`src/rtl/fsl_pkg.sv`:
```
`timescale 1ns/1ps
// fsl_pkg: shared types of the soft-repair fuse chain loader.
// Assumes nothing beyond a single clock domain.
package fsl_pkg;
    typedef enum logic [1:0] {
        ST_IDLE = 2'd0,
        ST_RUN  = 2'd1,
        ST_FIN  = 2'd2
    } fsl_state_t;
endpackage

```
`src/rtl/fsl_len_table.sv`:
```
`timescale 1ns/1ps
// fsl_len_table: maps a memory ID to its fuse chain length.
// Assumes every table entry is at least 1. An ID at or above NUM_MEM
// returns valid_o = 0 and length 0.
module fsl_len_table #(
    parameter int unsigned NUM_MEM = 4,
    parameter int unsigned ID_W    = 3,
    parameter int unsigned LEN_W   = 8,
    parameter logic [NUM_MEM*LEN_W-1:0] LEN_VEC = '0
) (
    input  logic [ID_W-1:0]  id_i,
    output logic [LEN_W-1:0] len_o,
    output logic             valid_o
);
    logic [NUM_MEM-1:0] hit;

    // one comparator per table slot
    for (genvar i = 0; i < NUM_MEM; i++) begin : g_hit
        assign hit[i] = (id_i == ID_W'(i));
    end

    // select the matching length (at most one hit)
    always_comb begin
        len_o   = '0;
        valid_o = 1'b0;
        for (int i = 0; i < NUM_MEM; i++) begin
            if (hit[i]) begin
                len_o   = LEN_VEC[i*LEN_W +: LEN_W];
                valid_o = 1'b1;
            end
        end
    end
endmodule

```
`src/rtl/fsl_burst_ctr.sv`:
```
`timescale 1ns/1ps
// fsl_burst_ctr: counts fuse strobes of one burst and reports its phase.
// On start_i it captures the length and mode. In normal mode the burst is
// len strobes, all load. In merge mode it is 2*len+1 strobes: len unload,
// one gap, len load. Assumes run_i is high only between start and last.
module fsl_burst_ctr #(
    parameter int unsigned LEN_W = 8
) (
    input  logic             clk,
    input  logic             rst_n,
    input  logic             start_i,
    input  logic             merge_i,
    input  logic [LEN_W-1:0] len_i,
    input  logic             run_i,
    output logic             last_o,
    output logic             unload_o,
    output logic             gap_o,
    output logic             load_o
);
    localparam int unsigned CNT_W = LEN_W + 1;

    logic [CNT_W-1:0] cnt_q;
    logic [CNT_W-1:0] total_q;
    logic [LEN_W-1:0] len_q;
    logic             merge_q;
    logic [CNT_W-1:0] len_ext;

    // capture burst geometry at start, advance one per strobe
    always_ff @(posedge clk) begin
        if (!rst_n) begin
            cnt_q   <= '0;
            total_q <= '0;
            len_q   <= '0;
            merge_q <= 1'b0;
        end else if (start_i) begin
            cnt_q   <= '0;
            len_q   <= len_i;
            merge_q <= merge_i;
            total_q <= merge_i ? {len_i, 1'b1} : {1'b0, len_i};
        end else if (run_i) begin
            cnt_q <= cnt_q + CNT_W'(1);
        end
    end

    assign len_ext  = {1'b0, len_q};
    assign last_o   = run_i && (cnt_q == total_q - CNT_W'(1));
    assign unload_o = run_i && merge_q && (cnt_q < len_ext);
    assign gap_o    = run_i && merge_q && (cnt_q == len_ext);
    assign load_o   = run_i && !unload_o && !gap_o;
endmodule

```
`src/rtl/fsl_fclk_gate.sv`:
```
`timescale 1ns/1ps
// fsl_fclk_gate: steers the burst strobe onto one memory's fuse-clock
// enable and returns that memory's fuse-data output. The enables drive
// glitch-free enable clock gates at the memories; this block only forms
// the enables. Assumes sel_i is stable while run_i is high.
module fsl_fclk_gate #(
    parameter int unsigned NUM_MEM = 4,
    parameter int unsigned ID_W    = 3
) (
    input  logic               run_i,
    input  logic [ID_W-1:0]    sel_i,
    input  logic [NUM_MEM-1:0] fdo_i,
    output logic [NUM_MEM-1:0] en_o,
    output logic               fdo_o
);
    logic [NUM_MEM-1:0] hit;

    // per-memory decode and enable gate
    for (genvar i = 0; i < NUM_MEM; i++) begin : g_line
        assign hit[i]  = (sel_i == ID_W'(i));
        assign en_o[i] = run_i && hit[i];
    end

    assign fdo_o = |(hit & fdo_i);
endmodule

```
`src/rtl/fuse_soft_loader.sv`:
```
`timescale 1ns/1ps
// fuse_soft_loader: top of the soft-repair fuse chain loader. It accepts
// a load or merge trigger while idle, checks the memory ID, then runs one
// strobe burst on the selected memory's fuse-clock enable. The serial
// data passes through in load strobes and the old code is returned in
// unload strobes. Triggers are ignored while busy. Assumes mem_id_i is
// valid together with the trigger, and merge wins over load.
module fuse_soft_loader #(
    parameter int unsigned NUM_MEM = 4,
    parameter int unsigned ID_W    = 3,
    parameter int unsigned LEN_W   = 8,
    parameter logic [NUM_MEM*LEN_W-1:0] LEN_VEC = {8'd32, 8'd20, 8'd12, 8'd8}
) (
    input  logic               clk,
    input  logic               rst_n,
    input  logic               start_i,
    input  logic               merge_start_i,
    input  logic [ID_W-1:0]    mem_id_i,
    input  logic               code_bit_i,
    input  logic [NUM_MEM-1:0] mem_fdo_i,
    output logic [NUM_MEM-1:0] fuse_clk_en_o,
    output logic               fuse_data_o,
    output logic               old_bit_o,
    output logic               unload_o,
    output logic               load_o,
    output logic               busy_o,
    output logic               done_o,
    output logic               err_o
);
    import fsl_pkg::*;

    fsl_state_t       state_q;
    logic [ID_W-1:0]  sel_q;
    logic             err_q;
    logic             trig;
    logic             accept;
    logic             go;
    logic             run;
    logic [LEN_W-1:0] id_len;
    logic             id_ok;
    logic             last;
    logic             unload;
    logic             gap;
    logic             load;
    logic             fdo_sel;

    assign trig   = start_i || merge_start_i;
    assign accept = (state_q == ST_IDLE) && trig;
    assign go     = accept && id_ok;
    assign run    = (state_q == ST_RUN);

    fsl_len_table #(
        .NUM_MEM (NUM_MEM),
        .ID_W    (ID_W),
        .LEN_W   (LEN_W),
        .LEN_VEC (LEN_VEC)
    ) u_len (
        .id_i    (mem_id_i),
        .len_o   (id_len),
        .valid_o (id_ok)
    );

    fsl_burst_ctr #(
        .LEN_W (LEN_W)
    ) u_ctr (
        .clk      (clk),
        .rst_n    (rst_n),
        .start_i  (go),
        .merge_i  (merge_start_i),
        .len_i    (id_len),
        .run_i    (run),
        .last_o   (last),
        .unload_o (unload),
        .gap_o    (gap),
        .load_o   (load)
    );

    fsl_fclk_gate #(
        .NUM_MEM (NUM_MEM),
        .ID_W    (ID_W)
    ) u_gate (
        .run_i (run),
        .sel_i (sel_q),
        .fdo_i (mem_fdo_i),
        .en_o  (fuse_clk_en_o),
        .fdo_o (fdo_sel)
    );

    // burst sequencing: idle -> run -> done cycle -> idle
    always_ff @(posedge clk) begin
        if (!rst_n) begin
            state_q <= ST_IDLE;
        end else begin
            case (state_q)
                ST_IDLE: if (go)   state_q <= ST_RUN;
                ST_RUN:  if (last) state_q <= ST_FIN;
                ST_FIN:            state_q <= ST_IDLE;
                default:           state_q <= ST_IDLE;
            endcase
        end
    end

    // hold the selected memory for the whole burst
    always_ff @(posedge clk) begin
        if (!rst_n) begin
            sel_q <= '0;
        end else if (go) begin
            sel_q <= mem_id_i;
        end
    end

    // one-cycle flag for a rejected ID
    always_ff @(posedge clk) begin
        if (!rst_n) begin
            err_q <= 1'b0;
        end else begin
            err_q <= accept && !id_ok;
        end
    end

    // gap is neither load nor unload, so both data paths are quiet there
    assign fuse_data_o = load && code_bit_i;
    assign old_bit_o   = unload && fdo_sel;
    assign unload_o    = unload;
    assign load_o      = load && !gap;
    assign busy_o      = (state_q != ST_IDLE);
    assign done_o      = (state_q == ST_FIN);
    assign err_o       = err_q;
endmodule

```
`config.mk`:
```
export PLATFORM = sky130hd
export DESIGN_NAME = fuse_soft_loader
export DESIGN_NICKNAME = d
export VERILOG_FILES = /design/src/rtl/fsl_pkg.sv /design/src/rtl/fsl_len_table.sv /design/src/rtl/fsl_burst_ctr.sv /design/src/rtl/fsl_fclk_gate.sv /design/src/rtl/fuse_soft_loader.sv
export SDC_FILE = /design/constraint.sdc
export NUM_CORES = 1
export LEC_CHECK = 0
export BUFFER_PORTS_ARGS = -buffer_cell sky130_fd_sc_hd__buf_2
export CAP_MARGIN = 20
export CORE_MARGIN = 2
export CORE_UTILIZATION = 58
export CTS_BUF_LIST = sky130_fd_sc_hd__clkbuf_8
export CTS_CLUSTER_DIAMETER = 50
export DETAILED_ROUTE_END_ITERATION = 10
export GPL_ROUTABILITY_DRIVEN = 0
export PLACE_DENSITY_LB_ADDON = 0.08
export SYNTH_ARGS = -nofsm -noshare
export SYNTH_HDL_FRONTEND = slang
export SYNTH_SLANG_ARGS = --single-unit
```
`constraint.sdc`:
```
create_clock -name clk -period 2.8 [get_ports clk]
set_clock_uncertainty 0.1 [all_clocks]
set_input_delay 0.84 -clock clk [delete_from_list [all_inputs] [get_ports clk]]
set_output_delay 0.84 -clock clk [all_outputs]
set_load 0.02 [all_outputs]
```
==> out/metrics.cfg <==
[finish]
diodes=0
syn_to_final_growth_pct=16.1
fin_nets=230
drive_above_1_share=0.224

[global_route]
grt_pass1_wl_um=5730
grt_pass1_vias=1286
grt_overflow=0
grt_usage=0.227
grt_max_degree=18
antenna_found_initial=0

[synthesis]
synth_top_family_by_area=simple AND/OR/NAND/NOR gates
synth_area_um2=1530
yosysSeqAreaShare=0.328
synth_compound_area_frac=0.152
yosysTopAreaCellShare=0.328
synthArstFlopShare=0
synth-simple-area-share=0.296
synth-main-ff-cell=dfxtp_1
synthAdderAreaFrac=0.0573
synth_top_area_cell=dfxtp_1
synth.area.top_cells=dfxtp_1 (33%), ha_1 (5.7%), xnor2_1 (5.7%)
synthTopCellsByCount=dfxtp_1 (25), nand2_1 (19), nor2_1 (15)
synth_cell_type_count=44
yosysMostFrequentCell=dfxtp_1
yosys.area_share.xor_xnor=0.0917
ys_warn_count=0
synthMuxAreaShare=0.0147
synth-edff-count=0
syn_inst=187
ys_seq_elements=25
synth_area_per_cell_um2=8.17
syn_nets=206

[sta]
period_share=1.02
finalSetupTns_ns=-0.0565
final.setup.worst_slack_ns=-0.0481
clock.fmax_mhz=351
worstMarginPinSlew_ns=0.590
hold_viol=0
maxSlewViolCount=0
min_period_ns=2.85
rsz0062_at_grt=true
setup_viol=2
slew_headroom=0.607

[clocking]
cts.sinks=25
htree_num_levels=1
max-clock-path-buffers=2
post_cts_buffers=0
root_buffer=clkbuf_8
tritoncts=done
cts_made_buffers=3
clock_latency_ns=0.26
path_clk_slew_ns=0.08

[power]
p_leak_nw=0.740
power_density_nw_per_um2=420
power_w=0.000745
ir_drop_v=0.000291

[routing]
drc_errors=0
wl_per_cell_um=14.0
drtAntennaViolNets=0
drt_iter0_drc=73
via_count=1374
totalWireLength_um=3360
drt_pass1_iterations=4
via_per_inst=5.73

[critical_path]
critPathMaxFanout=2
start_kind=flip-flop
critPathArrivalTime_ns=1.91
crit_path_end_kind=primary output
cp.required_ns=1.86
critical_path_class=reg -> out

[hold_path]
hp-class=reg -> reg

[outcome]
violations=setup timing
outcome=complete, but fails checks

[die]
rows=18
die_y_um=55.3
dieArea_um2=3060
ios=23
core_area_um2=2480
fp.dieW_um=55.3
initial_core_util=0.617

[placement]
hpwlAfterDp_um=2480
io_buffers=22

[flow_run]
cap_viol_max_count=0

## worst paths after layout
check,startpoint,end,slack [ns],depth (start not counted)
max reg2reg,state_q[0],u_ctr.total_q[2],0.85,5
min,u_ctr.len_q[5],u_ctr.len_q[5],0.38,2
max,u_ctr.len_q[3],old_bit_o,-0.05,8
min reg2reg,u_ctr.len_q[5],u_ctr.len_q[5],0.38,2
## final cells by class
| cell class | instances | area, um^2 |
|---|---|---|
| timing repair buffer | 28 | 163 |
| clock inverter | 1 | 5.00 |
| sequential | 25 | 504 |
| fill | 207 | 704 |
| inverter | 11 | 41.3 |
| tap | 30 | 37.5 |
| multi-input combinational | 142 | 981 |
| clock buffer | 3 | 41.3 |
## cells by family after synthesis
family | Yosys count
simple gates | 84
compound gates | 34
flops | 25
buf+inv | 20
xor+xnor | 16
fa+ha+maj | 7
mux | 1
## power breakdown
part	internal, W	total [W]	switching [W]
logic	0.0000686	0.000155	0.0000868
registers	0.000367	0.000380	0.0000133
clock network	0.0000994	0.000210	0.000110
total	0.000535	0.000745	0.000210
## per-stage QoR
step                      hold WS (ns)  worst slack (ns)  std cells  instance area (um^2)  utilization
final                            0.381           -0.0481        240                  1770        0.716
after global routing             0.426            -0.124        240                  1770        0.716
after CTS                        0.385           -0.0506        240                  1770        0.713
after detailed placement         0.373             0.130        236                  1680        0.679
after global placement           0.359             0.152        236                  1680        0.679
after floorplan                  0.343            0.0518        187                  1540            -
## routing by layer
layer	global-route usage	up-vias	wire, um
met2	0.379	26	1610
met1	0.312	653	1620
met3	0.0375	4	109
li1	-	691	-
met4	0.0418	0	19
met5	0	-	0
## placed cells by master, fill, tap and decap left out, types with 2 or more instances in the layout
cell	netlist	routed
a21boi_0	4	4
a21boi_1	2	2
a21oi_1	12	12
and2_1	3	3
and3_1	4	4
and4_1	2	2
buf_2	3	19
buf_4	0	9
clkbuf_8	0	3
dfxtp_1	25	22
dfxtp_2	0	3
ha_1	7	6
inv_1	11	10
nand2_1	19	19
nand2b_1	2	2
nand3_1	6	6
nand4_1	2	2
nand4b_1	2	2
nor2_1	15	15
nor2b_1	7	6
nor3_1	6	5
nor3_2	1	2
nor3b_1	2	2
nor4_1	4	3
o21a_1	3	3
o21ai_0	3	3
o21bai_1	2	2
or3_1	3	3
xnor2_1	10	10
xor2_1	6	6
## state kept, by name (all words and copies together), names as in the netlist
register,cells
sel_q,3
state_q,2
u_ctr.cnt_q,9
u_ctr.total_q,6
u_ctr.len_q,4
err_o,1
## critical path: stages, from the launching register on
cell and delay (ns):
dfxtp_2 0.34, inv_2 0.04, ha_4 0.21, nor2b_4 0.12
o21a_1 0.16, o21a_1 0.21, nor4_4 0.24, and3b_1 0.19
buf_4 0.13
## what timing repair did
item / 4_1_cts / 5_1_grt
pin swaps: 7 / 5
hold buffers: 0 / 0
endpoints found under the setup margin: 4 / 3
resized for setup: 9 / 2
Power figures use the tool's default switching activity.
